File: config.mk
export PLATFORM = sky130hd
export DESIGN_NAME = ctxid_trace_emitter
export DESIGN_NICKNAME = d
export VERILOG_FILES = /design/src/rtl/ctxid_trace_pkg.sv /design/src/rtl/ctxid_store.sv /design/src/rtl/ctxid_change_detect.sv /design/src/rtl/ctxid_pkt_reg.sv /design/src/rtl/ctxid_trace_emitter.sv
export SDC_FILE = /design/constraint.sdc
export NUM_CORES = 1
export LEC_CHECK = 0
export BUFFER_PORTS_ARGS = -buffer_cell sky130_fd_sc_hd__buf_2
export CORE_MARGIN = 1
export CORE_UTILIZATION = 50
export DETAILED_ROUTE_END_ITERATION = 7
export PLACE_DENSITY = 0.79
export SLEW_MARGIN = 20
export SYNTH_ARGS = -nofsm -noshare
export SYNTH_HDL_FRONTEND = slang
export SYNTH_SLANG_ARGS = --single-unit
export TNS_END_PERCENT = 30
File: constraint.sdc
create_clock -name clk -period 2.75 [get_ports clk]
set_clock_uncertainty 0.2 [all_clocks]
set_input_delay 0.275 -clock clk [delete_from_list [all_inputs] [get_ports clk]]
set_output_delay 0.275 -clock clk [all_outputs]
set_load 0.05 [all_outputs]
File: src/rtl/ctxid_trace_pkg.sv
package ctxid_trace_pkg;

    localparam int CTX_W    = 32;
    localparam int CNT_W    = 3;
    localparam int SIZE_W   = 2;

    typedef enum logic [SIZE_W-1:0] {
        SZ_NONE = 2'b00,
        SZ_BYTE = 2'b01,
        SZ_HALF = 2'b10,
        SZ_WORD = 2'b11
    } ctx_size_e;

    typedef struct packed {
        logic             valid;
        logic [CNT_W-1:0] nbytes;
        logic [CTX_W-1:0] data;
    } ctx_pkt_t;

    function automatic logic [CNT_W-1:0] size_nbytes(input ctx_size_e sz);
        case (sz)
            SZ_BYTE: size_nbytes = 3'd1;
            SZ_HALF: size_nbytes = 3'd2;
            SZ_WORD: size_nbytes = 3'd4;
            default: size_nbytes = 3'd0;
        endcase
    endfunction

    function automatic logic [CTX_W-1:0] size_mask(input ctx_size_e sz);
        logic [CNT_W-1:0] n;
        n = size_nbytes(sz);
        for (int i = 0; i < CTX_W; i++) begin
            size_mask[i] = ((i / 8) < int'(n));
        end
    endfunction

endpackage

File: src/rtl/ctxid_store.sv
module ctxid_store
    import ctxid_trace_pkg::*;
#(
    parameter bit             RST_KNOWN = 1'b0,
    parameter logic [CTX_W-1:0] RST_VAL = '0
) (
    input  logic             clk,
    input  logic             rst,
    input  logic             upd,
    input  logic [CTX_W-1:0] upd_data,
    output logic [CTX_W-1:0] cur_id,
    output logic             cur_known,
    output logic             boot_pending
);

    always_ff @(posedge clk) begin
        if (rst) begin
            cur_known <= RST_KNOWN;
            if (RST_KNOWN) begin
                cur_id <= RST_VAL;
            end
        end else if (upd) begin
            cur_id    <= upd_data;
            cur_known <= 1'b1;
        end
    end

    generate
        if (RST_KNOWN) begin : g_boot
            logic pend_q;
            always_ff @(posedge clk) begin
                if (rst) pend_q <= 1'b1;
                else     pend_q <= 1'b0;
            end
            assign boot_pending = pend_q;
        end else begin : g_noboot
            assign boot_pending = 1'b0;
        end
    endgenerate

endmodule

File: src/rtl/ctxid_change_detect.sv
module ctxid_change_detect
    import ctxid_trace_pkg::*;
(
    input  logic             wr_en,
    input  logic [CTX_W-1:0] wr_data,
    input  logic             sec,
    input  logic             ns_copy,
    input  ctx_size_e        size,
    input  logic             trace_en,
    input  logic [CTX_W-1:0] cur_id,
    input  logic             cur_known,
    input  logic             boot_pending,
    output logic             upd,
    output ctx_pkt_t         next_pkt
);

    logic [CTX_W-1:0] mask;
    logic             tracing;
    logic             watched_diff;
    logic             wr_emit;

    always_comb begin
        mask         = size_mask(size);
        tracing      = trace_en && (size != SZ_NONE);
        upd          = wr_en && !(sec && ns_copy);
        watched_diff = |((wr_data ^ cur_id) & mask);
        wr_emit      = upd && (!cur_known || watched_diff);

        next_pkt.valid  = tracing && (wr_emit || boot_pending);
        next_pkt.nbytes = size_nbytes(size);
        next_pkt.data   = (upd ? wr_data : cur_id) & mask;
    end

endmodule

File: src/rtl/ctxid_pkt_reg.sv
module ctxid_pkt_reg
    import ctxid_trace_pkg::*;
(
    input  logic     clk,
    input  logic     rst,
    input  ctx_pkt_t d,
    output ctx_pkt_t q
);

    always_ff @(posedge clk) begin
        if (rst) begin
            q <= '0;
        end else begin
            q.valid <= d.valid;
            if (d.valid) begin
                q.nbytes <= d.nbytes;
                q.data   <= d.data;
            end
        end
    end

endmodule

File: src/rtl/ctxid_trace_emitter.sv
module ctxid_trace_emitter
    import ctxid_trace_pkg::*;
#(
    parameter bit               RST_KNOWN = 1'b0,
    parameter logic [CTX_W-1:0] RST_VAL   = '0
) (
    input  logic             clk,
    input  logic             rst,
    input  logic             ctx_wr_en,
    input  logic [CTX_W-1:0] ctx_wr_data,
    input  logic             sec_state,
    input  logic             wr_ns_copy,
    input  logic [SIZE_W-1:0] trace_size,
    input  logic             trace_en,
    output logic             pkt_valid,
    output logic [CNT_W-1:0] pkt_nbytes,
    output logic [CTX_W-1:0] pkt_data,
    output logic [CTX_W-1:0] cur_ctx_id,
    output logic             cur_ctx_known
);

    logic             upd;
    logic             boot_pending;
    ctx_pkt_t         pkt_d;
    ctx_pkt_t         pkt_q;

    ctxid_store #(
        .RST_KNOWN (RST_KNOWN),
        .RST_VAL   (RST_VAL)
    ) u_store (
        .clk          (clk),
        .rst          (rst),
        .upd          (upd),
        .upd_data     (ctx_wr_data),
        .cur_id       (cur_ctx_id),
        .cur_known    (cur_ctx_known),
        .boot_pending (boot_pending)
    );

    ctxid_change_detect u_detect (
        .wr_en        (ctx_wr_en),
        .wr_data      (ctx_wr_data),
        .sec          (sec_state),
        .ns_copy      (wr_ns_copy),
        .size         (ctx_size_e'(trace_size)),
        .trace_en     (trace_en),
        .cur_id       (cur_ctx_id),
        .cur_known    (cur_ctx_known),
        .boot_pending (boot_pending),
        .upd          (upd),
        .next_pkt     (pkt_d)
    );

    ctxid_pkt_reg u_pkt (
        .clk (clk),
        .rst (rst),
        .d   (pkt_d),
        .q   (pkt_q)
    );

    assign pkt_valid  = pkt_q.valid;
    assign pkt_nbytes = pkt_q.nbytes;
    assign pkt_data   = pkt_q.data;

endmodule

==> metrics.log, run 1 <==
INFO  metric result_of_the_run = finished with violations
INFO  metric fmax = 0.429 GHz
INFO  metric global_route_wire_length_before_repair = 11.2 mm
INFO  metric finalNetCount = 428
INFO  metric post_synth_most_frequent_cells = sky130_fd_sc_hd__nand2_1 (52), sky130_fd_sc_hd__dfxtp_1 (37), sky130_fd_sc_hd__edfxtp_1 (32), sky130_fd_sc_hd__mux2i_1 (32), sky130_fd_sc_hd__xnor2_1 (32)
INFO  metric max-slew-margin-rel = 55.6%
INFO  metric io_pins = 109
INFO  metric cts.sink_count = 69
INFO  metric final_cell_count_no_fill = 470
INFO  metric grt_antenna_before_repair = 0
INFO  metric worst_r2r_startpoint = u_store.cur_id[20]$_DFFE_PN_
INFO  metric rr_endpoint = u_pkt.q[24]$_SDFFE_PP0P_
INFO  metric global_route.usage.total = 22.5%
INFO  metric worst_hold_path.num_cells = 2
INFO  metric comb_power_share = 20.9%
INFO  metric drv_slew = 0
INFO  metric final_cell_area = 0.00410 sq mm
INFO  metric final-hold-violation-count = 0
INFO  metric post-route-period-util = 84.7%
INFO  metric clock_tree_from_tritoncts = built
INFO  metric unrepaired_setup_endpoints_after_global_routing = false
INFO  metric clock_insertion_delay_at_the_later_pin_of_the_skew_report = 0.34 ns
INFO  metric place.port_buffers = 108
INFO  metric p_leak = 0.00182 uW
INFO  metric crit_type = reg -> reg
INFO  metric critPathArrivalTime = 2.40 ns
INFO  metric drt_first_iter_violations = 93
INFO  metric dpl_cell_area = 0.00387 sq mm
INFO  metric number_of_routed_nets_with_antenna_violations = 0
INFO  metric routed-via-count = 2424
INFO  metric synth_edf_count = 32
INFO  metric timing.hold.worst.class = in -> reg
INFO  metric syn_avg_cell_area = 11.8 sq um
INFO  metric cts-buffers-inserted = 9
INFO  metric yosysSeqAreaShare = 52.2%
INFO  metric synthesis.yosys.warnings = 0
INFO  metric number_of_remaining_drc_errors = 2
INFO  metric num_antenna_cells = 0
INFO  metric p_per_area = 645 mW/mm^2
INFO  metric cts.reportedPaths.clkPinSlew = 0.08 ns
INFO  metric design.die.area = 0.00685 sq mm
INFO  metric cts_setup_buffers = 0
INFO  metric worst_hold_end = u_store.cur_known$_SDFFE_PP0P_
INFO  metric number_of_cells_after_detailed_placement = 454
INFO  metric synth_area_leader_cell = sky130_fd_sc_hd__edfxtp_1
INFO  metric grt_max_degree = 41
INFO  metric most_common_cell_in_the_netlist = sky130_fd_sc_hd__nand2_1
INFO  metric cts_max_level = 3
INFO  metric hold_start = rst
INFO  metric crit_path_start_kind = flip-flop
INFO  metric setup_viol_count_final = 0
INFO  metric postSynth.topFlopCell = sky130_fd_sc_hd__dfxtp_1
INFO  metric synth_nets = 317
INFO  metric area_inside_the_core_boundary = 0.00631 sq mm
INFO  metric postCtsHoldBufs = 0
INFO  metric rows = 29
INFO  metric drive_above_1_share = 41.5%
INFO  metric overflow = 0
INFO  metric die_h = 82.8 um
INFO  metric setup_total_negative_slack = 0 ns
INFO  metric synth.distinct_cells = 30
INFO  metric cts-resized-gates = 0
INFO  metric dr.pass1.iters = 6
INFO  metric worstSetupEndpointType = flip-flop
INFO  metric required = 2.82 ns
INFO  metric grt_pass1_vias = 2329
INFO  metric cts.path.max_buffers = 2
INFO  metric async_reset_ff_share = 0%
INFO  metric avgViaCountPerCell = 5.16
INFO  metric worst-path-max-fanout = 13
INFO  metric pwr-share-clk = 34.2%
INFO  metric seqPwrFrac = 44.9%
INFO  metric syn2layout_area_growth = 25.6%
INFO  metric worst-r2r-cell-count = 7
INFO  metric clk_root_buffer_cell = sky130_fd_sc_hd__clkbuf_8
INFO  metric timing.max_cap.violations = 0
INFO  metric dp.final_hpwl = 5.23 mm
INFO  metric chip_width = 82.8 um
INFO  metric finalWirelength = 7.18 mm
INFO  metric ys_ff_latch = 69
INFO  metric peakVddDrop = 0.000449 V
INFO  metric detail_route.wl_per_cell = 15.3 um
INFO  metric post-route-min-period = 2.33 ns
INFO  metric cellInternalPower = 1870 uW
INFO  metric post_synth_inst_count = 277
INFO  metric synth_top_area_share = 29.5%
INFO  metric power.switching = 770 uW
INFO  metric switching_share = 29.1%
INFO  metric synth.cell_area = 0.00326 sq mm
INFO  metric ff2ff_setup_slack = 0.42 ns
INFO  metric failed_checks = design-rule violations
INFO  metric globalplace.congestion = 0.755
INFO  metric floorplan.initialDensity = 51.7%
INFO  metric synth.area.top_cells = sky130_fd_sc_hd__edfxtp_1 (29%), sky130_fd_sc_hd__dfxtp_1 (23%), sky130_fd_sc_hd__mux2i_1 (9.8%), sky130_fd_sc_hd__mux2_2 (9.3%), sky130_fd_sc_hd__xnor2_1 (8.6%)
INFO  metric worst-slew-pin-transition = 0.665 ns
-- layout make-up --
class	instances	area, sq um
Clock inverter	2	37.5
Inverter	4	15.0
Multi-Input combinational cell	190	1440
Clock buffer	14	193
Fill cell	509	2220
Timing Repair Buffer	114	611
Tap cell	77	96.3
Sequential cell	69	1700
-- worst max-delay path by stage --
stage,startpoint,to,slack [ns],cells past startpoint
floorplan,u_store.cur_id[20]$_DFFE_PN_,u_pkt.q[15]$_SDFFE_PP0P_,0.45,7
global placement,u_store.cur_id[30]$_DFFE_PN_,u_pkt.q[8]$_SDFFE_PP0P_,0.51,7
detailed placement,u_store.cur_id[30]$_DFFE_PN_,u_pkt.q[24]$_SDFFE_PP0P_,0.41,7
CTS,u_store.cur_id[21]$_DFFE_PN_,u_pkt.q[24]$_SDFFE_PP0P_,0.39,7
global route,u_store.cur_id[25]$_DFFE_PN_,u_pkt.q[10]$_SDFFE_PP0P_,0.28,7
finish,u_store.cur_id[20]$_DFFE_PN_,u_pkt.q[24]$_SDFFE_PP0P_,0.42,7
-- power groups by stage --
stage                     Clock, uW  Sequential, uW  Combinational [uW]
final                           904            1190                 551
after global routing            975            1200                 587
after CTS                       919            1190                 554
after detailed placement          0            1210                 552
after global placement            0            1200                 543
after floorplan                   0            1400                 216
-- sequential cells by signal, indices dropped and copies added, names as in the netlist --
register	count
u_pkt.q	36
u_store.cur_id	32
u_store.cur_known	1
-- per-stage QoR --
stage	setup WS, ns	hold WS [ns]	utilization (%)	total power [uW]
finish	0.420	0.0304	64.9	2640
detailed placement	0.408	0.254	61.2	1760
global placement	0.511	0.242	61.2	1750
global route	0.282	0.0432	64.9	2760
CTS	0.392	0.0195	64.9	2660
floorplan	0.449	0.147	-	1620
-- per-layer routing --
| metal | vias up | track usage, % | wire (um) |
|---|---|---|---|
| met4 | 0 | 9.48 | 153 |
| met3 | 16 | 4.59 | 333 |
| li1 | 1197 | - | - |
| met1 | 1142 | 27.7 | 3000 |
| met5 | - | 0 | 0 |
| met2 | 69 | 38.1 | 3690 |
-- layout by cell type, fill, tap and decap left out, types with 3 or more instances in the layout --
| cell type | synthesis | final |
|---|---|---|
| sky130_fd_sc_hd__dfxtp_1 | 37 | 37 |
| sky130_fd_sc_hd__clkbuf_8 | 0 | 14 |
| sky130_fd_sc_hd__mux2_2 | 27 | 27 |
| sky130_fd_sc_hd__xnor2_1 | 32 | 32 |
| sky130_fd_sc_hd__nand3_1 | 10 | 10 |
| sky130_fd_sc_hd__inv_1 | 4 | 3 |
| sky130_fd_sc_hd__edfxtp_1 | 32 | 32 |
| sky130_fd_sc_hd__buf_2 | 1 | 108 |
| sky130_fd_sc_hd__nor2_1 | 4 | 4 |
| sky130_fd_sc_hd__buf_4 | 2 | 4 |
| sky130_fd_sc_hd__nand2_1 | 52 | 52 |
| sky130_fd_sc_hd__nand4_1 | 7 | 7 |
| sky130_fd_sc_hd__mux2_1 | 5 | 5 |
| sky130_fd_sc_hd__mux2i_1 | 32 | 32 |
| sky130_fd_sc_hd__nand2b_1 | 5 | 5 |
| sky130_fd_sc_hd__o41ai_1 | 3 | 3 |
-- worst max-delay path: stages, from the launching register on --
cell and delay (ns):
sky130_fd_sc_hd__edfxtp_1 0.43, sky130_fd_sc_hd__xnor2_1 0.19, sky130_fd_sc_hd__nand4_1 0.14, sky130_fd_sc_hd__o41ai_2 0.41, sky130_fd_sc_hd__a21oi_2 0.19, sky130_fd_sc_hd__nor2_8 0.30
sky130_fd_sc_hd__buf_12 0.20, sky130_fd_sc_hd__mux2i_1 0.21
-- kinds of logic (layout without fill, tap and decap cells) --
kind of cell / after synthesis / count (layout) / synth area share, %
flip-flops: 69 / 69 / 52.2
AO/OA/AOI/OAI: 10 / 10 / 2.61
XOR/XNOR: 32 / 32 / 8.59
AND/OR/NAND/NOR: 84 / 84 / 11.9
buffers and inverters: 18 / 134 / 3.84
multiplexers: 64 / 64 / 20.9
(Power assumes the default switching activity.)
==> run 2, diff against run 1 <==
--- a/config.mk
+++ b/config.mk
@@ -5,11 +5,12 @@
 export SDC_FILE = /design/constraint.sdc
 export NUM_CORES = 1
 export LEC_CHECK = 0
+export ABC_AREA = 1
 export BUFFER_PORTS_ARGS = -buffer_cell sky130_fd_sc_hd__buf_2
 export CORE_MARGIN = 1
-export CORE_UTILIZATION = 50
+export CORE_UTILIZATION = 47
 export DETAILED_ROUTE_END_ITERATION = 7
-export PLACE_DENSITY = 0.79
+export PLACE_DENSITY = 0.76
 export SLEW_MARGIN = 20
 export SYNTH_ARGS = -nofsm -noshare
 export SYNTH_HDL_FRONTEND = slang
==> constraint.sdc (replaced) <==
create_clock -name clk -period 2.1 [get_ports clk]
set_clock_uncertainty 0.2 [all_clocks]
set_input_delay 0.21 -clock clk [delete_from_list [all_inputs] [get_ports clk]]
set_output_delay 0.21 -clock clk [all_outputs]
set_load 0.05 [all_outputs]
==> metrics.log, run 2 <==
INFO  metric number_of_flip_flops_under_the_largest_register_name = 36
INFO  metric synth.area.top_cells = sky130_fd_sc_hd__edfxtp_1 (25%), sky130_fd_sc_hd__dfxtp_1 (19%), sky130_fd_sc_hd__nand2_1 (17%), sky130_fd_sc_hd__nand3_2 (6.2%), sky130_fd_sc_hd__nand3_1 (5.2%)
INFO  metric syn_avg_cell_area = 7.52 sq um
INFO  metric synth_nets = 554
INFO  metric drive_above_1_share = 31.3%
INFO  metric chip_width = 92.7 um
INFO  metric avgViaCountPerCell = 4.96
INFO  metric worst-path-buf-inv = 1
INFO  metric synth_area_leader_cell = sky130_fd_sc_hd__edfxtp_1
INFO  metric yosysSeqAreaShare = 44.0%
INFO  metric worst-r2r-cell-count = 10
INFO  metric timing.max_cap.violations = 0
INFO  metric most-common-layout-cells = sky130_fd_sc_hd__nand2_1 (169), sky130_fd_sc_hd__buf_2 (108), sky130_fd_sc_hd__nor2_1 (47)
INFO  metric cts_max_level = 3
INFO  metric finalPower = 3740 uW
INFO  metric setup_total_negative_slack = 0 ns
INFO  metric final_cell_count_no_fill = 728
INFO  metric place.port_buffers = 108
INFO  metric critPathMaxStageDelay = 0.43 ns
INFO  metric dp.final_hpwl = 6.84 mm
INFO  metric synth_edf_count = 32
INFO  metric timing.hold.worst.class = in -> reg
INFO  metric ys_ff_latch = 69
INFO  metric routed-via-count = 3611
INFO  metric register_bank_with_the_most_flops = u_pkt.q
INFO  metric hold_ws = 0.0305 ns
INFO  metric rows = 32
INFO  metric worst-path-max-fanout = 23
INFO  metric crit_type = reg -> reg
INFO  metric synth.distinct_cells = 22
INFO  metric num_antenna_cells = 0
INFO  metric setup_slack = 0.106 ns
INFO  metric cts-buffers-inserted = 9
INFO  metric required = 2.12 ns
INFO  metric io_pins = 109
INFO  metric critical_path_cell_count = 10
INFO  metric globalplace.congestion = 0.862
INFO  metric number_of_cells_after_detailed_placement = 710
INFO  metric cts.sink_count = 69
INFO  metric area_inside_the_core_boundary = 0.00785 sq mm
INFO  metric layout.cells.most_common = sky130_fd_sc_hd__nand2_1
INFO  metric design.die.area = 0.00859 sq mm
INFO  metric synth.cell_area = 0.00387 sq mm
INFO  metric number_of_remaining_drc_errors = 0
INFO  metric grt_antenna_before_repair = 0
INFO  metric worstSetupEndpointType = flip-flop
INFO  metric post_synth_inst_count = 514
INFO  metric grt_max_degree = 45
INFO  metric clock_tree_from_tritoncts = built
INFO  metric final-hold-violation-count = 0
INFO  metric drv_slew = 0
INFO  metric critPathArrivalTime = 2.02 ns
INFO  metric finalWirelength = 9.42 mm
INFO  metric post-route-period-util = 94.9%
INFO  metric synth_top_area_share = 24.9%
INFO  metric floorplan.initialDensity = 49.3%
INFO  metric number_of_routed_nets_with_antenna_violations = 0
INFO  metric path_cells = or2_2, nand3_1, nand2_1, nor2_1, nand2_1, nor2_4, nand2_4, buf_12, a21oi_1, nor2_1
INFO  metric syn2layout_area_growth = 24.5%
INFO  metric overflow = 0
INFO  metric crit_family = simple AND/OR/NAND/NOR gates
INFO  metric detail_route.wl_per_cell = 12.9 um
INFO  metric max-slew-margin-rel = 70.3%
INFO  metric die_h = 92.7 um
INFO  metric clock_insertion_delay_at_the_later_pin_of_the_skew_report = 0.34 ns
INFO  metric cp_slowest_cell = sky130_fd_sc_hd__edfxtp_1
INFO  metric postSynth.topFlopCell = sky130_fd_sc_hd__dfxtp_1
INFO  metric peakVddDrop = 0.000417 V
INFO  metric fmax = 0.502 GHz
INFO  metric async_reset_ff_share = 0%
INFO  metric post-route-min-period = 1.99 ns
INFO  metric crit_path_start_kind = flip-flop
INFO  metric p_leak = 0.00239 uW
INFO  metric cts.reportedPaths.clkPinSlew = 0.08 ns
INFO  metric most_common_cell_in_the_netlist = sky130_fd_sc_hd__nand2_1
INFO  metric p_per_area = 777 mW/mm^2
INFO  metric place_ws = 0.0388 ns
INFO  metric clk_root_buffer_cell = sky130_fd_sc_hd__clkbuf_8
INFO  metric grt_pass1_vias = 3295
INFO  metric global_route_wire_length_before_repair = 14.9 mm
INFO  metric post_synth_most_frequent_cells = sky130_fd_sc_hd__nand2_1 (170), sky130_fd_sc_hd__nor2_1 (49), sky130_fd_sc_hd__inv_1 (46), sky130_fd_sc_hd__nand3_1 (40), sky130_fd_sc_hd__dfxtp_1 (37)
INFO  metric unrepaired_setup_endpoints_after_global_routing = true
INFO  metric dr.pass1.iters = 5
INFO  metric result_of_the_run = finished clean
INFO  metric finalNetCount = 661
INFO  metric global_route.usage.total = 21.9%
INFO  metric drt_first_iter_violations = 182
INFO  metric synthesis.yosys.warnings = 0
INFO  metric worst_hold_path.num_cells = 2
INFO  metric largest_registers = u_pkt.q (36), u_store.cur_id (32), u_store.cur_known (1)
INFO  metric fillers = 709
INFO  metric cts.path.max_buffers = 2
INFO  metric worst-slew-pin-transition = 0.446 ns
INFO  metric setup_viol_count_final = 0
==> run 2: cell types whose count changed in the layout (fill, tap and decap cells not counted), sizes merged, moves of 5 or more <==
cell	delta
o21ai	+20
nand4	-7
a21oi	+35
or2	+6
nand3b	+5
nand2b	-5
nand3	+54
buf	+10
nor2	+46
inv	+45
nand2	+121
mux2i	-32
xnor2	-32
mux2	-28
==> run 2: stage by stage <==
| stage | instance area, sq um | util (%) |
|---|---|---|
| floorplan | 3870 | - |
| global placement | 4510 | 57.4 |
| detailed placement | 4510 | 57.4 |
| CTS | 4750 | 60.5 |
| global route | 4810 | 61.4 |
| finish | 4810 | 61.4 |
==> run 2: metal layers <==
metal	GRT usage, %	wire length [um]
met5	0	0
met4	7.69	155
met3	4.35	477
met2	38.6	4730
met1	26.4	4060
==> run 2: what timing repair did <==
| action | in CTS | in global routing |
|---|---|---|
| setup endpoints to repair | 0 | 35 |
| resized for setup | 0 | 16 |
| setup buffers | 0 | 1 |
| hold endpoints to repair | 2 | 0 |
| hold buffers | 1 | 0 |
==> run 2: cell families after synthesis <==
kind of cell	Yosys count	share of synthesized area (%)
and+or+nand+nor	300	36.1
AOI/OAI and AO/OA	59	7.64
muxes	4	1.16
xor gates and xnor gates	4	0.906
DFF	69	44.0
buffers and inverters	78	10.2
==> run 2: path summary, 6_finish.rpt <==
| check | start | end | slack [ns] |
|---|---|---|---|
| setup reg to reg | u_store.cur_id[22]$_DFFE_PN_ | u_pkt.q[16]$_SDFFE_PP0P_ | 0.11 |
| hold / removal | ctx_wr_data[17] | u_store.cur_id[17]$_DFFE_PN_ | 0.03 |
| hold reg to reg | u_store.cur_known$_SDFFE_PP0P_ | u_store.cur_known$_SDFFE_PP0P_ | 0.27 |
| setup / recovery | u_store.cur_id[22]$_DFFE_PN_ | u_pkt.q[16]$_SDFFE_PP0P_ | 0.11 |
==> run 2: layout make-up <==
type	instances	area, sq um	area share, %
Multi-Input combinational cell	367	1830	38.1
Timing Repair Buffer	125	733	15.2
Clock inverter	5	81.3	1.69
Inverter	49	184	3.82
Sequential cell	69	1700	35.3
Tap cell	102	128	2.65
Clock buffer	11	153	3.17
==> run 2: power breakdown <==
part           leakage [uW]  total [uW]  switching [uW]  internal [uW]
combinational       0.00166         901             644            257
sequential         0.000619        1580            68.4           1510
clock              0.000115        1260             517            742
total               0.00239        3740            1230           2510
